`config.mk`:
```
export PLATFORM = sky130hd
export DESIGN_NAME = sstamp_gen
export DESIGN_NICKNAME = d
export VERILOG_FILES = /design/src/rtl/sstamp_pkg.sv /design/src/rtl/sstamp_sync.sv /design/src/rtl/sstamp_fast.sv /design/src/rtl/sstamp_word.sv /design/src/rtl/sstamp_trig.sv /design/src/rtl/sstamp_gen.sv
export SDC_FILE = /design/constraint.sdc
export NUM_CORES = 1
export LEC_CHECK = 0
export CORE_MARGIN = 2
export CORE_UTILIZATION = 50
export CTS_CLUSTER_DIAMETER = 40
export DETAILED_ROUTE_END_ITERATION = 6
export PLACE_DENSITY_LB_ADDON = 0.15
export SLEW_MARGIN = 20
export SYNTH_ARGS = -nofsm -noshare
export SYNTH_HDL_FRONTEND = slang
export SYNTH_HIERARCHICAL = 1
export SYNTH_SLANG_ARGS = --single-unit
```
`constraint.sdc`:
```
create_clock -name clk -period 8 [get_ports clk]
set_input_delay 0.8 -clock clk [delete_from_list [all_inputs] [get_ports clk]]
set_output_delay 0.8 -clock clk [all_outputs]
set_load 0.01 [all_outputs]
```
`src/rtl/sstamp_pkg.sv`:
```
package sstamp_pkg;
  localparam int unsigned N_LANES  = 2;
  localparam int unsigned LANE_IN  = 0;
  localparam int unsigned LANE_OUT = 1;

  typedef enum logic [1:0] {
    WCMD_NONE = 2'd0,
    WCMD_SET  = 2'd1,
    WCMD_ADD  = 2'd2
  } wcmd_e;
endpackage

```
`src/rtl/sstamp_sync.sv`:
```
module sstamp_sync (
  input  logic clk,
  input  logic rst_n,
  input  logic async_in,
  output logic rise
);
  logic [2:0] pipe_q, pipe_n;

  always_comb begin
    pipe_n = {pipe_q[1:0], async_in};
  end

  always_ff @(posedge clk or negedge rst_n) begin
    if (!rst_n) pipe_q <= 3'b000;
    else        pipe_q <= pipe_n;
  end

  assign rise = pipe_q[1] & ~pipe_q[2];
endmodule

```
`src/rtl/sstamp_fast.sv`:
```
module sstamp_fast #(
  parameter int unsigned CNT_W       = 16,
  parameter int unsigned STALL_LIMIT = 65535
) (
  input  logic             clk,
  input  logic             rst_n,
  input  logic             en,
  input  logic             rise,
  input  logic             min_clr,
  input  logic             stall_clr,
  output logic [CNT_W-1:0] count,
  output logic [CNT_W-1:0] last_per,
  output logic [CNT_W-1:0] min_per,
  output logic             stall
);
  localparam logic [CNT_W-1:0] CNT_MAX = {CNT_W{1'b1}};
  localparam logic [CNT_W-1:0] LIMIT_V = CNT_W'(STALL_LIMIT);

  logic [CNT_W-1:0] count_n, last_n, min_n, reach;
  logic             stall_n;

  always_comb begin
    reach   = (count == CNT_MAX) ? CNT_MAX : count + 1'b1;
    count_n = count;
    last_n  = last_per;
    min_n   = min_per;
    if (!en) begin
      count_n = '0;
      last_n  = '0;
      min_n   = CNT_MAX;
    end else begin
      if (rise) begin
        count_n = '0;
        last_n  = reach;
        if (reach < min_per) min_n = reach;
      end else begin
        count_n = reach;
      end
      if (min_clr) min_n = CNT_MAX;
    end
  end

  always_comb begin
    stall_n = stall;
    if (stall_clr) stall_n = 1'b0;
    if (en && (count == LIMIT_V)) stall_n = 1'b1;
  end

  always_ff @(posedge clk or negedge rst_n) begin
    if (!rst_n) begin
      count    <= '0;
      last_per <= '0;
      min_per  <= CNT_MAX;
      stall    <= 1'b0;
    end else begin
      count    <= count_n;
      last_per <= last_n;
      min_per  <= min_n;
      stall    <= stall_n;
    end
  end
endmodule

```
`src/rtl/sstamp_word.sv`:
```
module sstamp_word
  import sstamp_pkg::*;
#(
  parameter int unsigned CNT_W = 16
) (
  input  logic             clk,
  input  logic             rst_n,
  input  logic             en,
  input  logic             rise,
  input  wcmd_e            cmd,
  input  logic [CNT_W-1:0] operand,
  input  logic [CNT_W-1:0] modulo,
  output logic [CNT_W-1:0] count
);
  logic [CNT_W:0]   sum;
  logic [CNT_W-1:0] count_n, step;
  logic             mod_on;

  always_comb begin
    mod_on  = (modulo != '0);
    step    = (cmd == WCMD_ADD) ? operand : '0;
    sum     = {1'b0, count} + {1'b0, step} + {{CNT_W{1'b0}}, rise};
    count_n = count;
    if (!en) begin
      count_n = '0;
    end else if (cmd == WCMD_SET) begin
      count_n = operand;
    end else if ((cmd == WCMD_ADD) || rise) begin
      if (mod_on && (sum >= {1'b0, modulo})) count_n = CNT_W'(sum - {1'b0, modulo});
      else                                  count_n = sum[CNT_W-1:0];
    end
  end

  always_ff @(posedge clk or negedge rst_n) begin
    if (!rst_n) count <= '0;
    else        count <= count_n;
  end
endmodule

```
`src/rtl/sstamp_trig.sv`:
```
module sstamp_trig #(
  parameter int unsigned CNT_W = 16
) (
  input  logic             clk,
  input  logic             rst_n,
  input  logic             en,
  input  logic             arm,
  input  logic [CNT_W-1:0] trig_val,
  input  logic [CNT_W-1:0] word,
  output logic             ready,
  output logic             start
);
  logic ready_n, start_n, hit;

  always_comb begin
    hit     = ready && (word == trig_val);
    start_n = 1'b0;
    ready_n = ready;
    if (!en) begin
      ready_n = 1'b0;
    end else if (hit) begin
      start_n = 1'b1;
      ready_n = 1'b0;
    end else if (arm) begin
      ready_n = 1'b1;
    end
  end

  always_ff @(posedge clk or negedge rst_n) begin
    if (!rst_n) begin
      ready <= 1'b0;
      start <= 1'b0;
    end else begin
      ready <= ready_n;
      start <= start_n;
    end
  end
endmodule

```
`src/rtl/sstamp_gen.sv`:
```
module sstamp_gen
  import sstamp_pkg::*;
#(
  parameter int unsigned CNT_W       = 16,
  parameter int unsigned STALL_LIMIT = 65535
) (
  input  logic             clk,
  input  logic             rst_n,
  input  logic             enable,
  input  logic             wclk_in,
  input  logic [CNT_W-1:0] period_mod,
  input  logic [CNT_W-1:0] in_trig,
  input  logic [CNT_W-1:0] out_trig,
  input  logic             in_arm,
  input  logic             out_arm,
  input  logic             wset,
  input  logic             wadd,
  input  logic [CNT_W-1:0] wadj_value,
  input  logic             minper_reset,
  input  logic             capt_evt,
  input  logic             wcnt_read,
  input  logic             timeout_clr,
  output logic [CNT_W-1:0] fast_cnt,
  output logic [CNT_W-1:0] word_cnt,
  output logic [CNT_W-1:0] last_period,
  output logic [CNT_W-1:0] min_period,
  output logic [CNT_W-1:0] capt_fast,
  output logic [CNT_W-1:0] capt_word,
  output logic [CNT_W-1:0] read_fast,
  output logic             in_ready,
  output logic             out_ready,
  output logic             in_start,
  output logic             out_start,
  output logic             timeout_flag
);
  logic                         wedge;
  wcmd_e                        cmd;
  logic [N_LANES-1:0]           lane_arm, lane_ready, lane_start;
  logic [N_LANES-1:0][CNT_W-1:0] lane_trig;
  logic [CNT_W-1:0]             capt_fast_n, capt_word_n, read_fast_n;

  sstamp_sync i_sync (
    .clk      (clk),
    .rst_n    (rst_n),
    .async_in (wclk_in),
    .rise     (wedge)
  );

  sstamp_fast #(.CNT_W(CNT_W), .STALL_LIMIT(STALL_LIMIT)) i_fast (
    .clk       (clk),
    .rst_n     (rst_n),
    .en        (enable),
    .rise      (wedge),
    .min_clr   (minper_reset),
    .stall_clr (timeout_clr),
    .count     (fast_cnt),
    .last_per  (last_period),
    .min_per   (min_period),
    .stall     (timeout_flag)
  );

  always_comb begin
    if (wset)      cmd = WCMD_SET;
    else if (wadd) cmd = WCMD_ADD;
    else           cmd = WCMD_NONE;
  end

  sstamp_word #(.CNT_W(CNT_W)) i_word (
    .clk     (clk),
    .rst_n   (rst_n),
    .en      (enable),
    .rise    (wedge),
    .cmd     (cmd),
    .operand (wadj_value),
    .modulo  (period_mod),
    .count   (word_cnt)
  );

  assign lane_arm[LANE_IN]   = in_arm;
  assign lane_arm[LANE_OUT]  = out_arm;
  assign lane_trig[LANE_IN]  = in_trig;
  assign lane_trig[LANE_OUT] = out_trig;

  for (genvar g = 0; g < N_LANES; g++) begin : g_lane
    sstamp_trig #(.CNT_W(CNT_W)) i_trig (
      .clk      (clk),
      .rst_n    (rst_n),
      .en       (enable),
      .arm      (lane_arm[g]),
      .trig_val (lane_trig[g]),
      .word     (word_cnt),
      .ready    (lane_ready[g]),
      .start    (lane_start[g])
    );
  end

  assign in_ready  = lane_ready[LANE_IN];
  assign out_ready = lane_ready[LANE_OUT];
  assign in_start  = lane_start[LANE_IN];
  assign out_start = lane_start[LANE_OUT];

  always_comb begin
    capt_fast_n = capt_fast;
    capt_word_n = capt_word;
    read_fast_n = read_fast;
    if (!enable) begin
      capt_fast_n = '0;
      capt_word_n = '0;
      read_fast_n = '0;
    end else begin
      if (capt_evt) begin
        capt_fast_n = fast_cnt;
        capt_word_n = word_cnt;
      end
      if (wcnt_read) read_fast_n = fast_cnt;
    end
  end

  always_ff @(posedge clk or negedge rst_n) begin
    if (!rst_n) begin
      capt_fast <= '0;
      capt_word <= '0;
      read_fast <= '0;
    end else begin
      capt_fast <= capt_fast_n;
      capt_word <= capt_word_n;
      read_fast <= read_fast_n;
    end
  end
endmodule

```
== Yosys cells after proc, flatten, opt, wreduce, memory -nomap -nowiden ==
Cells that the tools add are included.
Word-level totals
  flip-flop bits (word level): 120
  input bits: 76
  output and inout port bits: 117
  word-level logic and storage cells: 76
Operators by class
  add/subtract/negate cells: 4
  order comparisons: 2
  equality and inequality tests: 13
  multiplexer cells: 34
  bitwise operators: 2
  reduce and logical (&&, ||, !) cells: 8
Operators with widths (count)
  2-to-1 mux 16 bit: 20
  == test 16 bit: 2
  adder 16 x 16 -> 17 bit: 1
  adder 17 x 1 -> 17 bit: 1
  >= comparator 17 x 16 -> 1 bit: 1
  adder 16 x 1 -> 16 bit (second input constant): 1
  == test 16 bit (second input constant): 1
  less-than comparator 16 bit: 1
  nonzero test 16 bit: 1
  subtractor 16 bit: 1
  inequality test 3 x 1 -> 1 bit (second input constant): 5
  2-to-1 mux 1 bit: 12
  inequality test 2 x 1 -> 1 bit (second input constant): 3
  logical AND 1 bit: 4
  2-to-1 mux 2 bit: 2
  == test 2 x 1 -> 1 bit (second input constant): 1
  == test 2 bit (second input constant): 1
  AND reduction 2 bit: 1
  nonzero test 2 bit: 1
  bitwise AND 1 bit: 1
  logical OR 1 bit: 1
  NOT 1 bit: 1

== Longest topological paths before layout ==
  depth after elaboration: 12
  gate-level depth with buffers: 21
  depth with buffers taken out: 19

== By module ==
The synthesis kept the hierarchy.
By module, submodules not included
  sstamp_fast: instances 1, cells an instance 304, area each 2812.7 sq um, sequential area each 1246.2 sq um
  sstamp_word: instances 1, cells an instance 330, area each 2583.7 sq um, sequential area each 400.4 sq um
  sstamp_gen: instances 1, cells an instance 156, area each 2113.3 sq um, sequential area each 1201.2 sq um
  sstamp_trig: instances 2, cells an instance 26, area each 246.5 sq um, sequential area each 50.0 sq um
  sstamp_sync: instances 1, cells an instance 4, area each 88.8 sq um, sequential area each 75.1 sq um

== Worst setup path before layout ==
OpenSTA, ideal clock, no wires.
  path kind: input to register
  start: input wadd
  end: register i_word.count[7]
  setup time: 0.130 ns
  arrival time: 4.904 ns
  required time: 7.870 ns
  setup slack: 2.967 ns
  cell stages on the path: 21
  buffers on the path: 2
  cell sequence: nor2b_1 > nor2b_1 > clkbuf_1 > nand2_1 > fa_1 > fa_1 > nor2b_4 > o2111ai_1 > nand3_1 > a31o_2 > a21oi_1 > xnor2_1 > ha_1 > a21oi_1 > o21ai_0 > a211oi_1 > o21bai_1 > o31ai_4 > buf_6 > mux2i_1 > a21oi_1
Between the ends
  longest elaborated chain between the ends: 12
  elaborated cells between the ends (all ways): 16
  classes of those cells: add/sub (3); order compare (1); eq/ne (3); mux (7); reduce/logical (2)
Ends and longest elaborated chain
  start: declaration: line sstamp_gen.sv:17  | input logic wadd,
  2-to-1 mux 2 bit (*): line sstamp_gen.sv:64  | else if (wadd) cmd = WCMD_ADD;
  2-to-1 mux 2 bit (*): line sstamp_gen.sv:63  | if (wset) cmd = WCMD_SET;
  == test 2 bit: line sstamp_word.sv:21, sstamp_word.sv:28
  2-to-1 mux 16 bit: line sstamp_word.sv:21  | step = (cmd == WCMD_ADD) ? operand : '0;
  adder 16 x 16 -> 17 bit: line sstamp_word.sv:22  | sum = {1'b0, count} + {1'b0, step} + {{CNT_W{1'b0}}, rise};
  adder 17 x 1 -> 17 bit: line sstamp_word.sv:22
  >= comparator 17 x 16 -> 1 bit: line sstamp_word.sv:29  | if (mod_on && (sum >= {1'b0, modulo})) count_n = CNT_W'(sum - {1'b0, modulo});
  logical AND 1 bit: line sstamp_word.sv:29
  2-to-1 mux 16 bit: line sstamp_word.sv:29
  2-to-1 mux 16 bit: line sstamp_word.sv:28  | end else if ((cmd == WCMD_ADD) || rise) begin
  2-to-1 mux 16 bit: line sstamp_word.sv:26  | end else if (cmd == WCMD_SET) begin
  2-to-1 mux 16 bit: line sstamp_word.sv:24  | if (!en) begin
  end signal: assignment: line sstamp_word.sv:36  | else count <= count_n;
  end: declaration: line sstamp_word.sv:13  | output logic [CNT_W-1:0] count
Mark *: on every way between the ends. The rest lies on a longest branch, timed or not. The select of a mux whose other input is x is not followed.
A chain may end at the register's enable or synchronous reset.

== Worst setup path after layout ==
  start: input wadd
  end: register i_word.count[1]
Between the ends
  longest elaborated chain between the ends: 12
  elaborated cells between the ends (all ways): 16
  classes of those cells: add/sub (3); order compare (1); eq/ne (3); mux (7); reduce/logical (2)
Ends and longest elaborated chain
  2-to-1 mux 2 bit (*): line sstamp_gen.sv:64
  2-to-1 mux 2 bit (*): line sstamp_gen.sv:63
  via cmd[1]: line sstamp_gen.sv:37  | wcmd_e cmd;
  == test 2 bit: line sstamp_word.sv:21, sstamp_word.sv:28
  2-to-1 mux 16 bit: line sstamp_word.sv:21
  adder 16 x 16 -> 17 bit: line sstamp_word.sv:22
  adder 17 x 1 -> 17 bit: line sstamp_word.sv:22
  >= comparator 17 x 16 -> 1 bit: line sstamp_word.sv:29
  logical AND 1 bit: line sstamp_word.sv:29
  2-to-1 mux 16 bit: line sstamp_word.sv:29
  2-to-1 mux 16 bit: line sstamp_word.sv:28
  2-to-1 mux 16 bit: line sstamp_word.sv:26
  2-to-1 mux 16 bit: line sstamp_word.sv:24
Mark *: on every way through the listed nets, which the timed path passes. The rest lies on a longest branch. The select of a mux whose other input is x is not followed.

==> flow_metrics.py <==
metrics = {
    "logic_synthesis": {
        "yosysTopAreaCellShare_pct": 32.2,
        "ys_dominant_reg_cell": "dfrtp_1",
        "ys_types": 63,
        "synth_seq_cells": 120,
        "yosys_warnings": 6,
        "synth_edf_count": 0,
        "synth_top_cell_by_area": "dfrtp_1",
        "synth.most_common_cell": "dfrtp_1",
        "synth_area_leaders": "dfrtp_1, mux2i_1, ha_1",
        "syn_avg_cell_area_sq_um": 9.56,
        "syn_nets": 972,
        "yosysSeqAreaShare_pct": 37.4,
        "syn-instance-count": 846,
        "synth_area_sq_mm": 0.00809,
        "synthArstFlopShare_pct": 100,
        "synthTopCellsByCount": "dfrtp_1, nor2_1, mux2i_1, inv_1, nor2b_1",
    },
    "clock_tree": {
        "clock_path_buffers": 2,
        "post-cts-setup-buffers": 0,
        "cts_root_buf": "clkbuf_16",
        "cts.sinks": 120,
        "clk_pin_slew_ns": 0.06,
        "ctsResizeCount": 0,
        "ctsHoldBuffers": 0,
        "cts_inserted_buffers": 17,
        "cts_tree": "done",
        "htree_levels": 4,
        "clock_latency_ns": 0.42,
    },
    "sta": {
        "period_needed_ns": 6.29,
        "slew_violations": 0,
        "rsz0062_at_grt": "no",
        "setup_viol": 0,
        "final.setup.tns_ns": 0,
        "finalCritPeriodShare_pct": 78.7,
        "fmax_mhz": 159,
        "skew_ns": 0.00831,
        "slew_headroom_pct": 31.0,
        "tightest_slew_ns": 1.04,
        "final-hold-violation-count": 0,
        "holdWs_ns": 0.349,
    },
    "global_routing": {
        "grt_max_degree": 70,
        "antenna_found_initial": 0,
        "grt.overflow.total": 0,
        "grt_first_pass_wirelength_um": 36000,
        "grt_pass1_vias": 6839,
        "grt_usage_pct": 26.1,
    },
    "power_and_ir_drop": {
        "vdd_drop_max_v": 0.000155,
        "p_total_mw": 2.01,
        "power_density_mw_per_mm2": 188,
        "sw_frac_of_total_pct": 31.3,
        "p_leak_nw": 4.82,
        "p_int_mw": 1.38,
        "comb_power_share_pct": 28.5,
        "power_frac_seq_pct": 34.9,
        "clkPwrFrac_pct": 36.6,
        "p_switching_mw": 0.629,
    },
    "routing": {
        "drc_errors": 0,
        "drtAntennaViolNets": 0,
        "first_pass_iters": 6,
        "num_vias": 6961,
        "wl_um": 22200,
        "wire_per_inst_um": 17.6,
        "vias_per_cell": 5.52,
        "drt_iter0_markers": 431,
    },
    "floorplan": {
        "coreArea_sq_mm": 0.0158,
        "dieHeight_um": 131,
        "die_w_um": 131,
        "start_util_pct": 51.1,
        "rows": 46,
        "die_area_sq_mm": 0.0172,
        "ios": 193,
    },
    "place": {
        "place_congestion": 0.911,
        "dp_hpwl_um": 16700,
        "portBuffers": 192,
    },
    "worst_setup_path": {
        "critPathMaxFanout": 18,
        "path_class": "primary input to flip-flop",
        "end_kind": "flip-flop",
        "cp.required_ns": 8.34,
        "start_kind": "primary input",
        "arrival_ns": 6.63,
    },
    "worst_hold_path": {
        "hold_path_class": "flip-flop to flip-flop",
    },
    "cells_and_area": {
        "layout.nets": 1157,
        "diodes": 0,
        "final_layout_size_suffix_gt1_share_pct": 6.99,
        "final_util_pct": 67.4,
        "area_growth_syn_to_layout_pct": 31.8,
    },
    "run_status": {
        "status": "finished clean",
    },
    "job": {
        "cap_violations": 0,
    },
}
[routing by layer]
metal  vias to the layer above  GRT usage (%)  routed length (um)
met1                      3305           32.3                9100
li1                       3360              -                   -
met4                         0           10.9                 718
met3                        39           4.51                1230
met5                         -              0                   0
met2                       257           45.1               11200
[power by group through the flow]
stage	logic (mW)	clock network, mW	registers, mW
global route	0.628	0.774	0.706
detailed placement	0.567	0	0.712
finish	0.572	0.736	0.702
floorplan	0.372	0	0.701
global placement	0.562	0	0.711
CTS	0.570	0.752	0.702
[flip-flops by register name, indices dropped and copies added (netlist names)]
register,cells
g_lane.i_trig/start,2
i_fast/stall,1
i_sync/pipe_q,3
i_word/count,16
capt_word,16
i_fast/last_per,16
read_fast,16
g_lane.i_trig/ready,2
i_fast/count,16
i_fast/min_per,16
capt_fast,16
[cells by family (layout without fill, tap and decap cells)]
family                     after synthesis  count (layout)  share of synthesized area (%)
and+or+nand+nor                        292             292                           19.7
muxes                                   79              79                           9.82
DFF                                    120             120                           37.4
buffers and inverters                   92             290                           5.72
xor gates and xnor gates                55              55                           5.95
AOI/OAI and AO/OA                      158             158                           13.4
adders and majority gates               50              50                           8.01
[through the flow]
stage	instance area, sq um	worst slack [ns]	instances
2_1_floorplan	8090	2.97	846
3_3_place_gp	10100	1.46	1227
3_5_place_dp	10100	1.34	1227
4_1_cts	10700	1.79	1259
5_1_grt	10700	1.22	1260
6_report	10700	1.71	1260
[area by class of cell]
class | instances | area, sq um
clock buffer | 20 | 467
multi-input combinational | 634 | 4610
fill | 1296 | 5160
clock inverter | 12 | 116
inverter | 61 | 229
tap | 216 | 270
timing repair buffer | 197 | 1960
sequential | 120 | 3020
[final timing paths]
| kind | from | end | slack (ns) | cells after the start |
|---|---|---|---|---|
| setup / recovery | wadd | i_word/count[1] | 1.71 | 20 |
| hold / removal | i_sync/pipe_q[0] | i_sync/pipe_q[1] | 0.35 | 0 |
| setup reg to reg | i_sync/pipe_q[2] | i_word/count[1] | 2.97 | 18 |
| hold reg to reg | i_sync/pipe_q[0] | i_sync/pipe_q[1] | 0.35 | 0 |
| max in group asynchronous | rst_n | i_sync/pipe_q[0] | 6.27 | 2 |
| min in group asynchronous | rst_n | capt_fast[9] | 0.40 | 1 |
[critical path: stages]
cell and delay (ns):
clkdlybuf4s50_1 0.44, nor2b_1 0.12, nor2b_1 0.79, nand2_1 0.17, fa_1 0.44, fa_1 0.45
nor2b_4 0.15, o2111ai_1 0.15, nand3_1 0.14, a31o_2 0.17, a21oi_1 0.07, xnor2_1 0.23
ha_1 0.33, a21oi_1 0.16, o21ai_0 0.12, a211oi_1 0.27, o21bai_1 0.17, o31ai_4 0.89
mux2_2 0.41, o21ai_0 0.13
[cell usage in the layout (no fill, tap or decap), types with 21 or more instances in the layout]
cell type and instances:
nor2b_1 57, nand4_1 21, inv_1 59, o21ai_0 30, nor2_1 80, xnor2_1 48
a21oi_1 41, mux2i_1 76, dfrtp_1 104, and2_1 23, nand2_1 31, ha_1 47
clkdlybuf4s50_1 190
(Power assumes the default switching activity.)
